`config.mk`:
```
export PLATFORM = sky130hd
export DESIGN_NAME = pingpong_dma_engine
export DESIGN_NICKNAME = d
export VERILOG_FILES = /design/src/rtl/pp_dma_pkg.sv /design/src/rtl/pp_dma_step.sv /design/src/rtl/pp_dma_regs.sv /design/src/rtl/pp_dma_pos.sv /design/src/rtl/pingpong_dma_engine.sv
export SDC_FILE = /design/constraint.sdc
export NUM_CORES = 1
export LEC_CHECK = 0
export CAP_MARGIN = 15
export CORE_ASPECT_RATIO = 0.5
export CORE_UTILIZATION = 45
export CTS_BUF_LIST = sky130_fd_sc_hd__clkbuf_8
export DETAILED_ROUTE_END_ITERATION = 10
export SLEW_MARGIN = 20
export SYNTH_ARGS = -nofsm -noshare
export SYNTH_HDL_FRONTEND = slang
export SYNTH_SLANG_ARGS = --single-unit
```
`constraint.sdc`:
```
create_clock -name clk_i -period 10.4 [get_ports clk_i]
set_clock_uncertainty 0.15 [all_clocks]
set_input_delay 2.08 -clock clk_i [delete_from_list [all_inputs] [get_ports clk_i]]
set_output_delay 2.08 -clock clk_i [all_outputs]
set_load 0.03 [all_outputs]
```
`src/rtl/pp_dma_pkg.sv`:
```
package pp_dma_pkg;
  localparam int ADDR_W = 32;
  localparam int LEN_W  = 16;
  localparam int DATA_W = 16;
  localparam int REG_AW = 5;
  localparam int STEP_W = 3;

  // halfword indices (byte offset >> 1)
  localparam logic [3:0] IX_CTRL = 4'd0;
  localparam logic [3:0] IX_IRQ  = 4'd1;
  localparam logic [3:0] IX_S1L  = 4'd2;
  localparam logic [3:0] IX_S1H  = 4'd3;
  localparam logic [3:0] IX_S2L  = 4'd4;
  localparam logic [3:0] IX_S2H  = 4'd5;
  localparam logic [3:0] IX_LEN1 = 4'd6;
  localparam logic [3:0] IX_LEN2 = 4'd7;
  localparam logic [3:0] IX_POSL = 4'd8;
  localparam logic [3:0] IX_POSH = 4'd9;
  localparam logic [3:0] IX_OFS  = 4'd10;
  localparam logic [3:0] IX_FMT  = 4'd11;

  localparam logic [5:0] FMT_RESET = 6'h10;

  typedef struct packed {
    logic [ADDR_W-1:0] start;
    logic [LEN_W-1:0]  len;
  } area_cfg_t;
endpackage

```
`src/rtl/pp_dma_step.sv`:
```
module pp_dma_step
  import pp_dma_pkg::*;
(
  input  logic              wide_i,
  input  logic              stereo_i,
  output logic [STEP_W-1:0] step_o
);
  always_comb begin
    unique case ({stereo_i, wide_i})
      2'b00:   step_o = STEP_W'(1);
      2'b01,
      2'b10:   step_o = STEP_W'(2);
      default: step_o = STEP_W'(4);
    endcase
  end
endmodule

```
`src/rtl/pp_dma_regs.sv`:
```
module pp_dma_regs
  import pp_dma_pkg::*;
(
  input  logic                 clk_i,
  input  logic                 rst_ni,
  input  logic                 wr_i,
  input  logic [REG_AW-1:0]    addr_i,
  input  logic [DATA_W-1:0]    wdata_i,
  output logic [DATA_W-1:0]    rdata_o,
  input  logic [1:0]           done_i,
  input  logic [ADDR_W-1:0]    pos_i,
  input  logic [LEN_W-1:0]     ofs_i,
  output area_cfg_t [1:0]      cfg_o,
  output logic                 run_o,
  output logic                 rewind_o,
  output logic [5:0]           fmt_o,
  output logic [1:0]           flag_o
);
  logic [3:0] idx;
  logic [3:0] spare_q;
  logic       run_q;
  logic [5:0] fmt_q;
  logic [1:0] flag_q;
  area_cfg_t [1:0] cfg_q;

  assign idx = addr_i[REG_AW-1:1];

  always_ff @(posedge clk_i or negedge rst_ni) begin
    if (!rst_ni) begin
      run_q   <= 1'b0;
      spare_q <= '0;
      fmt_q   <= FMT_RESET;
      cfg_q   <= '0;
    end else if (wr_i) begin
      unique case (idx)
        IX_CTRL: begin
          run_q   <= wdata_i[0];
          spare_q <= wdata_i[5:2];
        end
        IX_S1L:  cfg_q[0].start[15:0]  <= wdata_i;
        IX_S1H:  cfg_q[0].start[31:16] <= wdata_i;
        IX_S2L:  cfg_q[1].start[15:0]  <= wdata_i;
        IX_S2H:  cfg_q[1].start[31:16] <= wdata_i;
        IX_LEN1: cfg_q[0].len <= wdata_i;
        IX_LEN2: cfg_q[1].len <= wdata_i;
        IX_FMT:  fmt_q <= wdata_i[5:0];
        default: ;
      endcase
    end
  end

  // completion beats acknowledge
  always_ff @(posedge clk_i or negedge rst_ni) begin
    if (!rst_ni) flag_q <= '0;
    else begin
      for (int i = 0; i < 2; i++) begin
        if (done_i[i]) flag_q[i] <= 1'b1;
        else if (wr_i && idx == IX_IRQ && wdata_i[i+1]) flag_q[i] <= 1'b0;
      end
    end
  end

  always_comb begin
    rdata_o = '0;
    unique case (idx)
      IX_CTRL: rdata_o = {10'd0, spare_q, 1'b0, run_q};
      IX_IRQ:  rdata_o = {13'd0, flag_q, 1'b0};
      IX_S1L:  rdata_o = cfg_q[0].start[15:0];
      IX_S1H:  rdata_o = cfg_q[0].start[31:16];
      IX_S2L:  rdata_o = cfg_q[1].start[15:0];
      IX_S2H:  rdata_o = cfg_q[1].start[31:16];
      IX_LEN1: rdata_o = cfg_q[0].len;
      IX_LEN2: rdata_o = cfg_q[1].len;
      IX_POSL: rdata_o = pos_i[15:0];
      IX_POSH: rdata_o = pos_i[31:16];
      IX_OFS:  rdata_o = ofs_i;
      IX_FMT:  rdata_o = {10'd0, fmt_q};
      default: rdata_o = '0;
    endcase
  end

  assign cfg_o    = cfg_q;
  assign run_o    = run_q;
  assign rewind_o = wr_i && idx == IX_CTRL && wdata_i[1];
  assign fmt_o    = fmt_q;
  assign flag_o   = flag_q;
endmodule

```
`src/rtl/pp_dma_pos.sv`:
```
module pp_dma_pos
  import pp_dma_pkg::*;
(
  input  logic               clk_i,
  input  logic               rst_ni,
  input  logic               run_i,
  input  logic               rewind_i,
  input  logic               tick_i,
  input  logic [STEP_W-1:0]  step_i,
  input  area_cfg_t [1:0]    cfg_i,
  output logic [ADDR_W-1:0]  pos_o,
  output logic [LEN_W-1:0]   ofs_o,
  output logic [1:0]         done_o,
  output logic               req_o,
  output logic [ADDR_W-1:0]  addr_o,
  output logic [STEP_W-1:0]  bytes_o
);
  logic              area_q, area_n;
  logic [ADDR_W-1:0] pos_q, pos_n, addr_q, addr_n;
  logic [LEN_W-1:0]  ofs_q, ofs_n;
  logic [LEN_W:0]    ofs_sum;
  logic              req_q, req_n, finish;
  logic [STEP_W-1:0] bytes_q, bytes_n;
  logic [LEN_W-1:0]  act_len, oth_len;

  always_comb begin
    act_len = cfg_i[area_q].len;
    oth_len = cfg_i[~area_q].len;
    ofs_sum = {1'b0, ofs_q} + (LEN_W+1)'(step_i);
    area_n  = area_q;
    pos_n   = pos_q;
    ofs_n   = ofs_q;
    addr_n  = addr_q;
    bytes_n = bytes_q;
    req_n   = 1'b0;
    finish  = 1'b0;
    done_o  = '0;
    if (rewind_i) begin
      area_n = 1'b0;
      pos_n  = cfg_i[0].start;
      ofs_n  = '0;
    end else if (run_i && tick_i) begin
      if (act_len == '0) begin
        finish = 1'b1;
      end else begin
        req_n   = 1'b1;
        addr_n  = pos_q;
        bytes_n = step_i;
        if (ofs_sum >= {1'b0, act_len}) finish = 1'b1;
        else begin
          pos_n = pos_q + ADDR_W'(step_i);
          ofs_n = ofs_sum[LEN_W-1:0];
        end
      end
      if (finish) begin
        done_o[area_q] = 1'b1;
        ofs_n = '0;
        if (oth_len == '0) begin
          done_o[~area_q] = 1'b1;
          pos_n = cfg_i[area_q].start;
        end else begin
          area_n = ~area_q;
          pos_n  = cfg_i[~area_q].start;
        end
      end
    end
  end

  always_ff @(posedge clk_i or negedge rst_ni) begin
    if (!rst_ni) begin
      area_q  <= 1'b0;
      pos_q   <= '0;
      ofs_q   <= '0;
      req_q   <= 1'b0;
      addr_q  <= '0;
      bytes_q <= '0;
    end else begin
      area_q  <= area_n;
      pos_q   <= pos_n;
      ofs_q   <= ofs_n;
      req_q   <= req_n;
      addr_q  <= addr_n;
      bytes_q <= bytes_n;
    end
  end

  assign pos_o   = pos_q;
  assign ofs_o   = ofs_q;
  assign req_o   = req_q;
  assign addr_o  = addr_q;
  assign bytes_o = bytes_q;
endmodule

```
`src/rtl/pingpong_dma_engine.sv`:
```
module pingpong_dma_engine
  import pp_dma_pkg::*;
(
  input  logic              clk_i,
  input  logic              rst_ni,
  input  logic              reg_wr_i,
  input  logic [REG_AW-1:0] reg_addr_i,
  input  logic [DATA_W-1:0] reg_wdata_i,
  output logic [DATA_W-1:0] reg_rdata_o,
  input  logic              sample_tick_i,
  output logic              fetch_req_o,
  output logic [ADDR_W-1:0] fetch_addr_o,
  output logic [STEP_W-1:0] fetch_bytes_o,
  output logic              irq_o
);
  area_cfg_t [1:0]   cfg;
  logic              run, rewind;
  logic [5:0]        fmt;
  logic [1:0]        flag, done;
  logic [ADDR_W-1:0] pos;
  logic [LEN_W-1:0]  ofs;
  logic [STEP_W-1:0] step;

  pp_dma_regs u_regs (
    .clk_i(clk_i), .rst_ni(rst_ni), .wr_i(reg_wr_i), .addr_i(reg_addr_i),
    .wdata_i(reg_wdata_i), .rdata_o(reg_rdata_o), .done_i(done),
    .pos_i(pos), .ofs_i(ofs), .cfg_o(cfg), .run_o(run), .rewind_o(rewind),
    .fmt_o(fmt), .flag_o(flag)
  );

  pp_dma_step u_step (.wide_i(fmt[4]), .stereo_i(fmt[5]), .step_o(step));

  pp_dma_pos u_pos (
    .clk_i(clk_i), .rst_ni(rst_ni), .run_i(run), .rewind_i(rewind),
    .tick_i(sample_tick_i), .step_i(step), .cfg_i(cfg), .pos_o(pos),
    .ofs_o(ofs), .done_o(done), .req_o(fetch_req_o), .addr_o(fetch_addr_o),
    .bytes_o(fetch_bytes_o)
  );

  assign irq_o = |flag;
endmodule

```
==> qor.txt <==
uppermost signal routing layer after detailed routing = met4
power per standard cell area = 242 nW/um^2
design internal power = 1.71 mW
sequential element share of the synthesized area = 44.6%
post-synth top area cell = sky130_fd_sc_hd__dfrtp_1
post-synthesis sequential element count = 194
Clock Power Share = 15.3%
Crit Path Max Fanout = 20
final period utilization = 74.7%
number of hold buffers added after CTS = 0
Post-Syn Nets = 1089
met3 routed wirelength = 3620 um
setup repair after global routing missed its margin = false
total negative slack = 0 ns
count of standard-cell rows = 39
endpoints failing hold = 0
count of vias placed by the detailed router = 9164
startpoint types = primary input
H-tree lvl count = 4
estimated wirelength of the detail-placed design = 24300 um
ports placed on the boundary = 78
wire length of the first global-routing pass = 56200 um
number of port buffers = 76
outcome = finished, final reports clean
worst path required time = 8.17 ns
tightest hold margin = 0.359 ns
worst slew margin relative to its limit = 20.1%
GRT Overall Usage = 30.5%
Post-route DRC = 0
TritonCTS Sinks = 194
number of synthesized flops with an enable pin = 0
portion of total power attributed to sequential cells = 42.9%
core region area = 23300 um^2
met2 layer wire length in the routed design = 15400 um
number of antenna diodes = 0
buffer type at the clock tree root = sky130_fd_sc_hd__clkbuf_8
number of optimization iterations in the first detailed-route pass = 7
post-DR wirelength/cell = 26.0 um
minimum setup slack among reg-to-reg paths = 5.03 ns
number of max-cap violations = 0
CP Capture Type = primary output
Die Ht = 112 um
share of power burned in combinational logic = 41.8%
area share of the largest cell type after synthesis = 44.4%
Area growth syn-to-layout = 12.8%
number of slew-limit violations in the final report = 0
ratio of routed vias to standard cells = 6.53
worst path arrival time = 5.54 ns
minimum clock period after layout = 7.77 ns
Antenna Nets Post-Route = 0
Post-Synthesis Cells = 1041
number of antenna violations at the first check in global routing = 0
CTS tree = done
floorplan die area = 24800 um^2
number of warning messages in the yosys log = 0
detailed-route wire length = 36500 um
Setup Slack @ Placement = 2.75 ns
wl on met1 = 16500 um
CP Class = primary input to primary output
RePlAce Congestion = 0.956
number of buffers between clock root and the deepest sink = 2
initial DRC count = 971
Cell Area, Synth = 10900 um^2
async set-or-reset flop fraction in the synthesized netlist = 100%
IR Drop Worst-Case VDD = 0.109 mV
distinct cell type count of the synthesized netlist = 63
number of gates resized after CTS = 0
leakage power total = 5.23 nW
CTS buffer count = 17
clock edge transition at the registers on the reported setup and hold paths = 0.08 ns
width of the die = 222 um
net count reported at finish = 1133
actual transition at the worst max-transition pin = 1.20 ns
net switching power of the design = 1.25 mW
remaining global-route overflow = 0
largest net degree at the start of global routing = 124
Post-CTS Repair Setup Buffers = 0
class of the tightest hold or removal check = flip-flop to flip-flop
crit path setup slack, layout = 2.63 ns
top_reg_cell synth = sky130_fd_sc_hd__dfrtp_1
number of global-route vias before repair = 9093
clock latency on the worst-skew pair = 0.51 ns
Final Setup Violations = 0
share of cells above drive strength 1 = 18.4%
top area cells in the synthesized netlist = sky130_fd_sc_hd__dfrtp_1 44%, sky130_fd_sc_hd__mux2_2 15%, sky130_fd_sc_hd__mux2i_1 5.0%
synthesized area divided by synthesized cell count = 10.5 um^2
effective utilization at floorplan = 46.8%
FMAX = 129 MHz
switching share of total power = 42.1%
critical path: stages:
cell and delay, ns:
sky130_fd_sc_hd__clkdlybuf4s50_1 0.84, sky130_fd_sc_hd__nand2b_1 0.48, sky130_fd_sc_hd__nor3_4 0.89, sky130_fd_sc_hd__a22oi_1 0.27, sky130_fd_sc_hd__o211ai_1 0.23, sky130_fd_sc_hd__clkdlybuf4s50_1 0.74
Yosys cell counts, types with 2 or more instances:
library cell,instances
sky130_fd_sc_hd__a211oi_1,4
sky130_fd_sc_hd__a21o_1,5
sky130_fd_sc_hd__a21oi_1,46
sky130_fd_sc_hd__a221o_1,10
sky130_fd_sc_hd__a221oi_1,5
sky130_fd_sc_hd__a222oi_1,15
sky130_fd_sc_hd__a22o_1,5
sky130_fd_sc_hd__a22oi_1,30
sky130_fd_sc_hd__a31oi_1,6
sky130_fd_sc_hd__a32oi_1,2
sky130_fd_sc_hd__and2_1,4
sky130_fd_sc_hd__and3_1,31
sky130_fd_sc_hd__and4_1,5
sky130_fd_sc_hd__buf_2,8
sky130_fd_sc_hd__buf_6,2
sky130_fd_sc_hd__clkbuf_1,59
sky130_fd_sc_hd__dfrtp_1,193
sky130_fd_sc_hd__ha_1,23
sky130_fd_sc_hd__inv_1,6
sky130_fd_sc_hd__maj3_1,2
sky130_fd_sc_hd__mux2_2,141
sky130_fd_sc_hd__mux2i_1,54
sky130_fd_sc_hd__nand2_1,83
sky130_fd_sc_hd__nand2b_1,6
sky130_fd_sc_hd__nand3_1,49
sky130_fd_sc_hd__nand3b_1,2
sky130_fd_sc_hd__nand4_1,16
sky130_fd_sc_hd__nor2_1,44
sky130_fd_sc_hd__nor2b_1,5
sky130_fd_sc_hd__nor3_1,13
sky130_fd_sc_hd__nor3b_1,2
sky130_fd_sc_hd__nor4_1,10
sky130_fd_sc_hd__o211ai_1,10
sky130_fd_sc_hd__o21ai_0,67
sky130_fd_sc_hd__o21ai_1,3
sky130_fd_sc_hd__o221ai_1,2
sky130_fd_sc_hd__o22ai_1,2
sky130_fd_sc_hd__o311a_1,2
sky130_fd_sc_hd__o31a_1,3
sky130_fd_sc_hd__o31ai_1,4
sky130_fd_sc_hd__or3_1,2
sky130_fd_sc_hd__or4_1,5
sky130_fd_sc_hd__xnor2_1,15
sky130_fd_sc_hd__xor2_1,21
final cells by class:
| cell class | instances | area (um^2) |
|---|---|---|
| Multi-Input combinational cell | 771 | 5760 |
| Clock buffer | 21 | 289 |
| Clock inverter | 10 | 47.5 |
| Timing Repair Buffer | 95 | 907 |
| Sequential cell | 194 | 4860 |
| Fill cell | 2086 | 11000 |
| Inverter | 6 | 22.5 |
| Tap cell | 307 | 384 |
sequential cells by signal (all words and copies together) (netlist names):
| signal | count |
|---|---|
| u_pos.addr_o | 32 |
| u_pos.area_q | 1 |
| u_pos.bytes_o | 3 |
| u_pos.ofs_o | 16 |
| u_pos.pos_o | 32 |
| u_pos.req_o | 1 |
| u_regs.cfg_o | 96 |
| u_regs.flag_o | 2 |
| u_regs.fmt_o | 6 |
| u_regs.run_o | 1 |
| u_regs.spare_q | 4 |
cell usage in the layout, fill, tap and decap left out, types with 23 or more instances in the layout:
cell	count
sky130_fd_sc_hd__dfrtp_1	193
sky130_fd_sc_hd__mux2_2	141
sky130_fd_sc_hd__nand2_1	82
sky130_fd_sc_hd__clkdlybuf4s50_1	75
sky130_fd_sc_hd__o21ai_0	66
sky130_fd_sc_hd__mux2i_1	54
sky130_fd_sc_hd__nand3_1	49
sky130_fd_sc_hd__a21oi_1	46
sky130_fd_sc_hd__nor2_1	40
sky130_fd_sc_hd__and3_1	31
sky130_fd_sc_hd__a22oi_1	30
sky130_fd_sc_hd__ha_1	23
layer usage:
layer  global-route usage (%)  up-vias
li1                         -     3991
met1                     43.6     4617
met2                     44.7      482
met3                     8.05       74
met4                     10.2        0
met5                        0        -
power by group through the flow:
stage | sequential [mW] | clock (mW) | combinational, mW
floorplan | 1.26 | 0 | 0.752
global placement | 1.27 | 0 | 1.20
detailed placement | 1.28 | 0 | 1.23
CTS | 1.26 | 0.461 | 1.23
global route | 1.30 | 0.487 | 1.34
finish | 1.27 | 0.453 | 1.24
logic make-up after synthesis:
group	after synthesis	synth area share [%]
AO/OA/AOI/OAI	232	14.2
XOR/XNOR	36	2.90
adder cells (fa/ha/maj)	25	2.83
buffers and inverters	76	2.85
flip-flops	194	44.6
multiplexers	195	19.6
AND/OR/NAND/NOR	283	13.0
path summary, 6_finish.rpt:
path / start / end / cells past startpoint
worst max-delay path: reg_addr_i[4] / reg_rdata_o[5] / 6
worst min-delay path: u_pos.addr_o[2] / u_pos.addr_o[2] / 1
worst max register to register: u_regs.fmt_o[4] / u_pos.pos_o[7] / 18
worst min register to register: u_pos.addr_o[2] / u_pos.addr_o[2] / 1
max in group asynchronous: rst_ni / u_regs.cfg_o[25] / 2
min in group asynchronous: rst_ni / u_regs.cfg_o[32] / 1
stage by stage:
| stage | power [mW] | area, um^2 | utilization (%) | std cells |
|---|---|---|---|---|
| after global placement | 2.47 | 11900 | 51.3 | 1373 |
| after CTS | 2.95 | 12300 | 52.7 | 1404 |
| after detailed placement | 2.50 | 11900 | 51.3 | 1373 |
| after global routing | 3.12 | 12300 | 52.7 | 1404 |
| after floorplan | 2.01 | 10900 | - | 1041 |
| final | 2.96 | 12300 | 52.7 | 1404 |
No activity file was read; power rests on OpenSTA's default activity.
